[src/rtl/relay_pkg.sv]
package relay_pkg;
  localparam int BYTE_W = 8;

  typedef logic [BYTE_W-1:0] byte_t;

  // Marker bit: a type byte carries a 1 in its top bit.
  function automatic logic is_marker(input byte_t b);
    return b[BYTE_W-1];
  endfunction

  // Hop count arithmetic: plus one, wrapping at the byte width.
  function automatic byte_t bump_hop(input byte_t b);
    return b + byte_t'(1);
  endfunction
endpackage

[src/rtl/relay_framer.sv]
module relay_framer
  import relay_pkg::*;
#(
  parameter int BW = BYTE_W,
  localparam int CW = $clog2(BW)
) (
  input  logic          clk,
  input  logic          rst,
  input  logic          ser_in,
  output logic [CW-1:0] slot_cnt,
  output logic          slot_end,
  output logic          rx_valid,
  output logic [BW-1:0] rx_byte
);
  logic [BW-1:0] shift_q;

  assign slot_end = (slot_cnt == CW'(BW-1));

  always_ff @(posedge clk) begin
    if (rst) begin
      slot_cnt <= '0;
      shift_q  <= '0;
      rx_valid <= 1'b0;
      rx_byte  <= '0;
    end else begin
      shift_q  <= {shift_q[BW-2:0], ser_in};
      rx_valid <= slot_end;
      if (slot_end) begin
        rx_byte  <= {shift_q[BW-2:0], ser_in};
        slot_cnt <= '0;
      end else begin
        slot_cnt <= slot_cnt + CW'(1);
      end
    end
  end
endmodule

[src/rtl/relay_parser.sv]
module relay_parser
  import relay_pkg::*;
(
  input  logic  clk,
  input  logic  rst,
  input  logic  rx_valid,
  input  byte_t rx_byte,
  output logic  fwd_push,
  output byte_t fwd_byte,
  output logic  expect_type
);
  logic want_count_q;

  assign expect_type = !want_count_q;

  always_comb begin
    fwd_push = 1'b0;
    fwd_byte = rx_byte;
    if (rx_valid) begin
      if (want_count_q) begin
        fwd_push = 1'b1;
        fwd_byte = bump_hop(rx_byte);
      end else begin
        fwd_push = is_marker(rx_byte);
      end
    end
  end

  always_ff @(posedge clk) begin
    if (rst) begin
      want_count_q <= 1'b0;
    end else if (rx_valid) begin
      if (want_count_q)
        want_count_q <= 1'b0;
      else if (is_marker(rx_byte))
        want_count_q <= 1'b1;
    end
  end
endmodule

[src/rtl/relay_fifo.sv]
module relay_fifo #(
  parameter int W     = 8,
  parameter int DEPTH = 4,
  localparam int AW = (DEPTH > 1) ? $clog2(DEPTH) : 1,
  localparam int LW = $clog2(DEPTH + 1)
) (
  input  logic          clk,
  input  logic          rst,
  input  logic          push,
  input  logic [W-1:0]  push_data,
  input  logic          pop,
  output logic [W-1:0]  head,
  output logic [LW-1:0] level,
  output logic          full,
  output logic          empty
);
  logic [W-1:0]  mem [DEPTH];
  logic [AW-1:0] wr_ptr, rd_ptr;
  logic          do_push, do_pop;

  assign full    = (level == LW'(DEPTH));
  assign empty   = (level == '0);
  assign do_push = push && !full;
  assign do_pop  = pop && !empty;
  assign head    = mem[rd_ptr];

  function automatic logic [AW-1:0] ptr_next(input logic [AW-1:0] p);
    return (p == AW'(DEPTH-1)) ? '0 : p + AW'(1);
  endfunction

  always_ff @(posedge clk) begin
    if (rst) begin
      wr_ptr <= '0;
      rd_ptr <= '0;
      level  <= '0;
    end else begin
      if (do_push) wr_ptr <= ptr_next(wr_ptr);
      if (do_pop)  rd_ptr <= ptr_next(rd_ptr);
      case ({do_push, do_pop})
        2'b10:   level <= level + LW'(1);
        2'b01:   level <= level - LW'(1);
        default: level <= level;
      endcase
    end
  end

  for (genvar i = 0; i < DEPTH; i++) begin : g_slot
    always_ff @(posedge clk) begin
      if (do_push && wr_ptr == AW'(i)) mem[i] <= push_data;
    end
  end
endmodule

[src/rtl/relay_tx.sv]
module relay_tx #(
  parameter int BW = 8
) (
  input  logic          clk,
  input  logic          rst,
  input  logic          slot_end,
  input  logic          have_data,
  input  logic [BW-1:0] data,
  output logic          tx_load,
  output logic          tx_active,
  output logic          ser_out
);
  logic [BW-1:0] sh_q;

  assign tx_load = slot_end && have_data;
  assign ser_out = tx_active && sh_q[BW-1];

  always_ff @(posedge clk) begin
    if (rst) begin
      sh_q      <= '0;
      tx_active <= 1'b0;
    end else if (slot_end) begin
      tx_active <= have_data;
      sh_q      <= have_data ? data : '0;
    end else begin
      sh_q <= {sh_q[BW-2:0], 1'b0};
    end
  end
endmodule

[src/rtl/relay_node.sv]
module relay_node
  import relay_pkg::*;
#(
  parameter int DEPTH = 4,
  localparam int BW = BYTE_W,
  localparam int CW = $clog2(BW),
  localparam int LW = $clog2(DEPTH + 1)
) (
  input  logic        clk,
  input  logic        rst,
  input  logic        ser_in,
  output logic        ser_out,
  input  logic        loc_req,
  input  logic [7:0]  loc_type,
  input  logic [7:0]  loc_count,
  output logic        loc_pending
);
  // Named internal events, visible to the bound checker.
  logic [CW-1:0] slot_cnt;
  logic          slot_end, rx_valid, fwd_push, expect_type;
  byte_t         rx_byte, fwd_byte, q_head, push_data;
  logic          q_full, q_empty, push, tx_load, tx_active;
  logic [LW-1:0] q_level;
  logic          loc_push_type, loc_push_cnt, stage_q;
  byte_t         lt_q, lc_q;
  logic          window_ok, room_ok;

  relay_framer #(.BW(BW)) u_framer (
    .clk(clk), .rst(rst), .ser_in(ser_in), .slot_cnt(slot_cnt),
    .slot_end(slot_end), .rx_valid(rx_valid), .rx_byte(rx_byte)
  );

  relay_parser u_parser (
    .clk(clk), .rst(rst), .rx_valid(rx_valid), .rx_byte(rx_byte),
    .fwd_push(fwd_push), .fwd_byte(fwd_byte), .expect_type(expect_type)
  );

  // A local pair starts only when both bytes fit before the next
  // forwarded slot and one entry stays free for forwarded traffic.
  assign window_ok = (slot_cnt >= CW'(1)) && (slot_cnt <= CW'(BW-3));
  assign room_ok   = (int'(q_level) <= DEPTH-3);
  assign loc_push_type = loc_pending && !stage_q && !rx_valid &&
                         window_ok && room_ok && expect_type;
  assign loc_push_cnt  = stage_q;

  assign push      = fwd_push || loc_push_type || loc_push_cnt;
  assign push_data = fwd_push ? fwd_byte : (loc_push_cnt ? lc_q : lt_q);

  always_ff @(posedge clk) begin
    if (rst) begin
      loc_pending <= 1'b0;
      stage_q     <= 1'b0;
      lt_q        <= '0;
      lc_q        <= '0;
    end else begin
      if (loc_push_cnt) begin
        loc_pending <= 1'b0;
        stage_q     <= 1'b0;
      end else if (loc_push_type) begin
        stage_q <= 1'b1;
      end
      if (!loc_pending && loc_req) begin
        loc_pending <= 1'b1;
        lt_q        <= loc_type;
        lc_q        <= loc_count;
      end
    end
  end

  relay_fifo #(.W(BW), .DEPTH(DEPTH)) u_fifo (
    .clk(clk), .rst(rst), .push(push), .push_data(push_data),
    .pop(tx_load), .head(q_head), .level(q_level),
    .full(q_full), .empty(q_empty)
  );

  relay_tx #(.BW(BW)) u_tx (
    .clk(clk), .rst(rst), .slot_end(slot_end), .have_data(!q_empty),
    .data(q_head), .tx_load(tx_load), .tx_active(tx_active),
    .ser_out(ser_out)
  );
endmodule

[config.mk]
export PLATFORM = sky130hd
export DESIGN_NAME = relay_node
export DESIGN_NICKNAME = d
export VERILOG_FILES = /design/src/rtl/relay_pkg.sv /design/src/rtl/relay_framer.sv /design/src/rtl/relay_parser.sv /design/src/rtl/relay_fifo.sv /design/src/rtl/relay_tx.sv /design/src/rtl/relay_node.sv
export SDC_FILE = /design/constraint.sdc
export NUM_CORES = 1
export LEC_CHECK = 0
export CORE_MARGIN = 2
export CORE_UTILIZATION = 62
export CTS_CLUSTER_DIAMETER = 80
export DETAILED_ROUTE_END_ITERATION = 12
export DONT_BUFFER_PORTS = 1
export PLACE_DENSITY = 0.78
export SYNTH_ARGS = -nofsm -noshare
export SYNTH_HDL_FRONTEND = slang
export SYNTH_SLANG_ARGS = --single-unit
[constraint.sdc]
create_clock -name clk -period 2.9 [get_ports clk]
set_input_delay 0.435 -clock clk [delete_from_list [all_inputs] [get_ports clk]]
set_output_delay 0.435 -clock clk [all_outputs]
set_load 0.1 [all_outputs]
==> results.toml <==
[run_status]
status = "finished clean"

[placed_design]
routabilityCongestion = 0.8006
io_buffers = 0
dp_slack_ps = 695.4
placed_cells = 378
place_hpwl_um = 4321

[setup_path]
reg2reg_to = "u_fifo.level[2]"
r2r-start = "u_framer.slot_cnt[1]"
critical_path_required_ps = 3200
crit_chain = "inv_1, ha_1, o32a_4, a21oi_2, or2_1, ha_1, or3_1, a21oi_1"
slowest_stage = "dfxtp_1"
slowest_delay_ps = 390
crit_path_max_fanout = 6
crit_start = "u_framer.slot_cnt[1]"
start_kind = "flip-flop"
critPathCapture = "u_fifo.level[2]"
crit_top_cell = "ha_1"
arrival_ps = 2510
ff2ff_setup_slack_ps = 690
reg2reg_depth = 8
crit_type = "flip-flop to flip-flop"
cp-end-kind = "flip-flop"

[floorplan]
num_rows = 27
die_area_mm2 = 0.006501
die_w_um = 80.63
die_h_um = 80.63
fp.coreArea_mm2 = 0.005574
io_pins = 22
initial_core_util = 0.6532

[hold_path]
hold_path.class = "input port to flip-flop"
hold_start = "rst"

[clock_network]
insertion_delay_ps = 360
clock_tree.buffer_depth = 2
cts_root_buf = "clkbuf_8"
post_cts_buffers = 0
cts.sinks = 88
hold_buffers = 0
htree_levels = 3
cts_resized = 0
cts_tree = "built"
cts_buffers = 9
clk_pin_slew_ps = 90

[route]
avgRoutedWirePerCell_um = 15.63
num_vias = 2238
wl_um = 6158
drcViolationCount = 0
viasPerCell = 5.680
antenna_left = 0
drt_iter0_drc = 162
dr.pass1.iters = 4

[sta]
hold_viol_final = 0
finalSetupViolations = 0
finalSetupTns_ps = 0
worst-slew-pin-transition_ps = 1041
maxSlewHeadroom = 0.3047
finalCritPeriodShare = 0.7631
fin_skew_ps = 13.13
layout_min_cycle_time_ps = 2213
rsz0062_at_grt = "false"
fmax_mhz = 451.9
drv_slew = 0
worst_slack_ps = 686.9

[global_route]
grt_pass1_wl_um = 10020
overflow = 0
grt_max_degree = 50
track_usage = 0.2131
antenna_found_initial = 0
first_global_vias = 2108

[final_layout]
fin_cells = 394
n_antenna_cell = 0
syn2layout_area_growth_pct = 6.289
fin_nets = 351
drive_above_1_share = 0.1087

[yosys]
async_flop_share = 0
ys_ff_latch = 88
synth_top_area_frac = 0.3079
synth_edf_count = 32
ys_seq_area_frac = 0.5718
synthTopCellsByArea = "dfxtp_1 (31%), edfxtp_1 (26%), mux4_2 (4.9%), ha_1 (4.8%), nand2_1 (4.3%)"
synth_warnings = 0
synth.most_common_cell = "dfxtp_1"
synth_fp_nets = 351
yosys-top-cells-count = "dfxtp_1 (56), nand2_1 (42), edfxtp_1 (32), a21oi_1 (22), nor2_1 (21)"
ys_types = 44
syn_avg_cell_area_um2 = 11.49
synth_cells = 317
netlist_area_mm2 = 0.003641
yosysTopAreaCell = "dfxtp_1"
ys.flop_type = "dfxtp_1"

[power_and_ir_drop]
vdd_ir_drop_max_v = 0.0003869
p_leak_nw = 1.427
p_per_area_mw_per_mm2 = 598.9

[job]
maxCapViolCount = 0
layout make-up:
cell class	count	area (um2)
fillers	431	1704
well taps	72	90.09
flip-flops and latches	88	2082
multi-input cells	203	1440
repair buffers	7	52.55
inverters	8	30.03
clock buffers	12	145.1
clock inverters	4	30.03
state kept, by name, indices dropped and copies added, names as in the netlist, 2 cells and up, named ones only:
register / flops
u_framer.slot_cnt: 3
u_fifo.wr_ptr: 2
u_fifo.mem: 32
lc_q: 8
lt_q: 8
u_framer.shift_q: 7
u_fifo.rd_ptr: 2
u_fifo.level: 3
u_tx.sh_q: 8
u_framer.rx_byte: 8
layer usage:
metal	vias to the layer above	wire (um)	part of all wire	GRT usage
met5	-	0	0	0
met4	0	110	0.018	0.08136
met3	9	254	0.041	0.06404
met2	49	3023	0.49	0.3500
met1	1060	2769	0.45	0.2649
li1	1120	-	-	-
worst max-delay path, delay by kind of cell (launching register included):
| kind | cells | cell delay [ps] |
|---|---|---|
| AND/OR/NAND/NOR | 2 | 530 |
| AO/OA/AOI/OAI | 3 | 720 |
| buffers and inverters | 1 | 60 |
| flip-flops | 1 | 390 |
| adder cells (fa/ha/maj) | 2 | 450 |
cell usage in the layout, fill, tap and decap left out, drive strengths merged, types with 2 or more instances in the layout:
cell type / n
buf: 7
nor3b: 5
mux4: 8
nand4: 2
edfxtp: 32
nor3: 4
mux2i: 13
a21oi: 23
mux2: 2
nor2: 21
xnor2: 3
nand2b: 2
and3: 2
a211oi: 6
nor2b: 12
a32oi: 2
nand3: 7
clkbuf: 12
nand2: 42
inv: 10
o21ai: 5
and2b: 3
a2111o: 2
and2: 4
a22o: 7
dfxtp: 56
ha: 14
xor2: 5
where the power goes:
| part | switching, mW | internal, mW |
|---|---|---|
| clock network | 0.428 | 0.340 |
| logic | 0.114 | 0.0800 |
| registers | 0.0263 | 1.33 |
per-stage QoR:
stage | total power [mW] | cell area, um2 | hold WS, ps | util
4_1_cts | 2.327 | 3870 | 121.7 | 0.6943
2_1_floorplan | 1.541 | 3641 | 418.1 | -
5_1_grt | 2.418 | 3870 | 116.0 | 0.6943
3_3_place_gp | 1.568 | 3695 | 424.2 | 0.6629
3_5_place_dp | 1.578 | 3695 | 431.1 | 0.6629
6_report | 2.318 | 3870 | 135.5 | 0.6943
cell families after synthesis:
family,share of synthesized area
buffers and inverters,0.03264
adder cells (fa/ha/maj),0.04811
AO/OA/AOI/OAI,0.09485
XOR/XNOR,0.01924
multiplexers,0.09141
AND/OR/NAND/NOR,0.1419
flip-flops,0.5718
worst min path at each step:
stage,endpoint,slack [ps],cells past startpoint
after global routing,u_framer.shift_q[5],120,1
after CTS,lt_q[5],120,1
final,u_fifo.level[2],140,1
after detailed placement,u_tx.tx_active,430,1
after global placement,u_tx.tx_active,420,1
after floorplan,u_tx.tx_active,420,1
No activity file was read; power rests on OpenSTA's default activity.
